<file path="src/rtl/clk_stop_gate_pkg.sv">
`timescale 1ps/1ps
// Package: shared defaults for the clock stop gate.
// Assumes: users override the parameters per instance where needed.
package clk_stop_gate_pkg;
    localparam int DEF_SYNC_STAGES = 2;
    localparam int DEF_LANES       = 4;
    localparam int MIN_SYNC_STAGES = 2;

    // Clamp a requested synchronizer depth to a safe minimum.
    function automatic int safe_stages(input int req);
        return (req < MIN_SYNC_STAGES) ? MIN_SYNC_STAGES : req;
    endfunction
endpackage

</file>
<file path="src/rtl/stop_req_sync.sv">
`timescale 1ps/1ps
// Module: stop_req_sync
// Brings the asynchronous stop request into the source clock domain.
// Assumes: STAGES >= 2. Reset forces "stop", so that a bank never starts
// before its request has been seen settled for STAGES edges.
module stop_req_sync #(
    parameter int STAGES = 2
) (
    input  logic clk,
    input  logic rst_n,
    input  logic stop_n_async,
    output logic run_req
);
    localparam int TOP = STAGES - 1;

    logic [TOP:0] chain_q;

    // Shift the raw request through the synchronizer flops.
    always_ff @(posedge clk) begin
        if (!rst_n) begin
            chain_q <= '0;
        end else begin
            chain_q <= {chain_q[TOP-1:0], stop_n_async};
        end
    end

    assign run_req = chain_q[TOP];
endmodule

</file>
<file path="src/rtl/gate_enable_ctrl.sv">
`timescale 1ps/1ps
// Module: gate_enable_ctrl
// Holds the gate enable, which changes only on the falling source edge, so
// the AND gate downstream sees it change only while the clock is low. It
// also produces the parked status, updated on the rising edge.
// Assumes: run_req is already synchronous to clk.
module gate_enable_ctrl (
    input  logic clk,
    input  logic rst_n,
    input  logic run_req,
    output logic gate_en,
    output logic parked
);
    logic en_q;
    logic parked_q;

    // Load the enable while the clock is low, so no output edge is cut.
    always_ff @(negedge clk) begin
        if (!rst_n) begin
            en_q <= 1'b0;
        end else begin
            en_q <= run_req;
        end
    end

    // Report parked once a rising edge has passed with the gate closed.
    always_ff @(posedge clk) begin
        if (!rst_n) begin
            parked_q <= 1'b1;
        end else begin
            parked_q <= ~en_q;
        end
    end

    assign gate_en = en_q;
    assign parked  = parked_q;

    AST_STOP_REPORTED: assert property (@(posedge clk) disable iff (!rst_n)
        $fell(run_req) |=> parked);
    AST_START_REPORTED: assert property (@(posedge clk) disable iff (!rst_n)
        $rose(run_req) |=> !parked);
endmodule

</file>
<file path="src/rtl/clk_stop_gate.sv">
`timescale 1ps/1ps
// Module: clk_stop_gate (top)
// Gates one bank of LANES identical clock lanes under an asynchronous
// active-low stop request. Parks low, restarts with a full high phase.
// Assumes: src_clk is free running and has a duty cycle near 50 %.
module clk_stop_gate
    import clk_stop_gate_pkg::*;
#(
    parameter int SYNC_STAGES = DEF_SYNC_STAGES,
    parameter int LANES       = DEF_LANES
) (
    input  logic             src_clk,
    input  logic             rst_n,
    input  logic             stop_n,
    output logic [LANES-1:0] gated_clk,
    output logic             bank_stopped
);
    localparam int STAGES_USED = safe_stages(SYNC_STAGES);

    logic run_req;
    logic gate_en;

    stop_req_sync #(.STAGES(STAGES_USED)) sync_i (
        .clk          (src_clk),
        .rst_n        (rst_n),
        .stop_n_async (stop_n),
        .run_req      (run_req)
    );

    gate_enable_ctrl ctrl_i (
        .clk     (src_clk),
        .rst_n   (rst_n),
        .run_req (run_req),
        .gate_en (gate_en),
        .parked  (bank_stopped)
    );

    // One AND gate per lane; the enable only moves while src_clk is low.
    for (genvar g = 0; g < LANES; g++) begin : g_lane
        assign gated_clk[g] = src_clk & gate_en;
    end

    AST_PARKED_LOW: assert property (@(negedge src_clk) disable iff (!rst_n)
        bank_stopped |-> (gated_clk == '0));
    AST_LANES_AGREE: assert property (@(negedge src_clk) disable iff (!rst_n)
        (gated_clk == '0) || (gated_clk == '1));
    AST_RUN_HIGH_PHASE: assert property (@(negedge src_clk) disable iff (!rst_n)
        !bank_stopped |-> (gated_clk == '1));
endmodule

</file>
<file path="config.mk">
export PLATFORM = sky130hd
export DESIGN_NAME = clk_stop_gate
export DESIGN_NICKNAME = d
export VERILOG_FILES = /design/src/rtl/clk_stop_gate_pkg.sv /design/src/rtl/stop_req_sync.sv /design/src/rtl/gate_enable_ctrl.sv /design/src/rtl/clk_stop_gate.sv
export SDC_FILE = /design/constraint.sdc
export NUM_CORES = 1
export LEC_CHECK = 0
export ABC_AREA = 1
export BUFFER_PORTS_ARGS = -buffer_cell sky130_fd_sc_hd__buf_2
export CAP_MARGIN = 20
export CORE_AREA = 2 2 39 41
export DETAILED_ROUTE_END_ITERATION = 6
export DIE_AREA = 0 0 41 43
export PLACE_DENSITY = 0.3
export SLEW_MARGIN = 30
export SYNTH_ARGS = -nofsm -noshare
export SYNTH_HDL_FRONTEND = slang
export SYNTH_SLANG_ARGS = --single-unit
</file>
<file path="constraint.sdc">
create_clock -name src_clk -period 0.8 [get_ports src_clk]
set_input_delay 0.16 -clock src_clk [delete_from_list [all_inputs] [get_ports src_clk]]
set_output_delay 0.16 -clock src_clk [all_outputs]
set_load 0.005 [all_outputs]
</file>
==> summary.txt <==
Routing
  • Final ANT Viol Nets: 0
  • Detailed Routing Iterations Pass 1: 3
  • Vias per cell: 3.24
  • DRC viols: 0
  • Wire length per cell: 7.20 microns
  • DRT Wirelength: 396 microns
  • Starting DRT DRC Count: 4
  • Total number of vias: 178

STA
  • Fin Clk Skew: 0.0620 ns
  • Hold Fails Final Rpt: 0
  • Final Max Tran Viols: 0
  • Min Hold Slack: 0.0967 ns
  • Final setup fails: 8
  • Relative slew slack: 0.949
  • RSZ-0062 raised after global routing: true
  • Final worst slack: -0.819 ns
  • Slew @ Worst Pin: 0.0767 ns

Global route
  • Grt ovf: 0
  • First-pass GRT wire length: 662 microns
  • Vias in the first global route: 265
  • GRT Util Overall: 0.0874
  • Initial antenna violation count: 0
  • Largest net degree at the start of global routing: 4

Worst setup path
  • Arrival time worst endpoint: 1.46 ns
  • Crit. End Element: primary output
  • Req. time, crit path: 0.64 ns
  • Worst setup path class: register to primary output
  • CP Launch Type: register
  • CP max FO: 2

Finish
  • Layout cells sized above 1: 0.667
  • Core Util, Final: 0.256
  • Antenna fix cells: 0
  • Area Growth Syn to Fin: 153%
  • Layout Nets: 43

Power
  • P_sw: 0.268 mW
  • Cell-internal power: 0.810 mW
  • Max VDD drop: 0.899 mV
  • Pwr/cell area: 3040 nW/um^2
  • Logic pwr share: 0.020
  • Sequential fraction of design power: 0.195
  • Clk network pwr share: 0.785
  • P_leak: 0.215 nW
  • Sw Ratio: 0.249

Place
  • Gpl congestion: 0.540
  • HPWL Detailed: 172 microns
  • Dpl ws: -0.264 ns
  • Port Buffer Count: 7

Die
  • Row Count: 14
  • DIE HEIGHT: 43 microns
  • I/O pins: 8
  • Die area: 1760 sq um
  • Die W: 41 microns
  • Effective utilization at floorplan: 0.101
  • CORE AREA: 1380 sq um

Clock network
  • Worst skew pair latency: 0.41 ns
  • Clock sinks: 4
  • TritonCTS clock tree: built
  • Clock-pin slew on the worst setup and hold paths: 0.04 ns

Synthesis
  • Simple-Gate Fraction of Synth Area: 0.134
  • Xor and xnor fraction of the mapped netlist area: 0
  • Cell Area, Synth: 140 sq um
  • Post-synthesis compound-gate area fraction: 0
  • Distinct cell type count after synthesis: 4
  • Cells after Synth: 17
  • Synth area leaders: dfxtp_1 (57%), buf_4 (16%), inv_1 (13%)
  • Synth Warn #: 0
  • Share of the synthesized area in the top cell type: 0.571
  • Largest family of logic cells by synthesized area: buffers and inverters
  • Seq/Total Area, Yosys: 0.571
  • Adder-cell share of the synthesized area: 0
  • Mux contribution to synthesized area: 0
  • Synthesis-stage register bit count: 4
  • Syn Nets: 20
  • Mean Syn Cell Area: 8.24 sq um
  • Largest area contributor in the netlist: dfxtp_1

Flow run
  • Max-cap violations: 0

Worst hold path
  • Worst min path class: primary input to register

Outcome
  • Status: complete, but fails checks
  • Failing checks: setup timing
## registers in the layout (all words and copies together), names as in the netlist
signal,flops
ctrl_i.gate_en,1
ctrl_i.parked,1
sync_i.chain_q,2
## cell usage after synthesis
cell type  n
nand2_1    5
inv_1      5
dfxtp_1    4
buf_4      3
## cells by family after synthesis
logic type / Yosys count
flip-flops: 4
AND/OR/NAND/NOR: 5
buffers and inverters: 8
## timing repair
action	in CTS	in global routing
endpoints found under the hold margin	1	0
gates resized for setup	5	9
buffers inserted	0	1
endpoints found under the setup margin	8	8
hold buffers	1	0
pin swaps	1	1
## through the flow
| stage | instances | cell area [sq um] | setup TNS (ns) | power (mW) |
|---|---|---|---|---|
| floorplan | 17 | 141 | -1.13 | 0.258 |
| global placement | 38 | 181 | -1.15 | 0.266 |
| detailed placement | 38 | 181 | -1.18 | 0.266 |
| CTS | 54 | 317 | -3.69 | 1.08 |
| global route | 55 | 354 | -4.04 | 1.19 |
| finish | 55 | 354 | -3.63 | 1.08 |
## path summary, 6_finish.rpt
kind | startpoint | slack (ns) | endpoint | depth (start not counted)
setup / recovery | ctrl_i.gate_en | -0.82 | gated_clk[0] | 4
hold / removal | rst_n | 0.1 | ctrl_i.parked | 3
setup reg to reg | ctrl_i.gate_en | -0.24 | ctrl_i.parked | 2
hold reg to reg | sync_i.chain_q[0] | 0.41 | sync_i.chain_q[1] | 2
## metal layers
metal  vias to the layer above  GRT usage  routed length (microns)
met5                         -          0                        0
met4                         0      0.247                       10
met3                         2      0.168                       70
met2                        12     0.0406                      194
met1                        77     0.0161                      122
li1                         87          -                        -
## power groups by stage
stage | Clock, mW | Combinational (mW) | Sequential (mW)
2_1_floorplan | 0.0410 | 0.00422 | 0.212
3_3_place_gp | 0.0374 | 0.0158 | 0.212
3_5_place_dp | 0.0374 | 0.0162 | 0.212
4_1_cts | 0.849 | 0.0202 | 0.210
5_1_grt | 0.954 | 0.0236 | 0.210
6_report | 0.846 | 0.0215 | 0.210
## layout make-up
| cell class | instances | area, sq um |
|---|---|---|
| Timing Repair Buffer | 6 | 40.0 |
| Tap cell | 16 | 20.0 |
| Inverter | 3 | 11.3 |
| Clock buffer | 16 | 146 |
| Clock inverter | 5 | 28.8 |
| Multi-Input combinational cell | 5 | 26.3 |
| Sequential cell | 4 | 81.3 |
| Fill cell | 141 | 1030 |
## worst max-delay path: stages, from the launching register on
cell	delay, ns
dfxtp_2	0.34
nand2_4	0.07
buf_8	0.12
inv_4	0.04
buf_6	0.08
## layout by cell type (no fill, tap or decap), types with 2 or more instances in the layout
master	instances
buf_8	2
buf_4	2
buf_2	3
clkbuf_4	9
dfxtp_1	3
inv_4	4
buf_6	4
inv_1	4
nand2_1	4
Power figures use the tool's default switching activity.
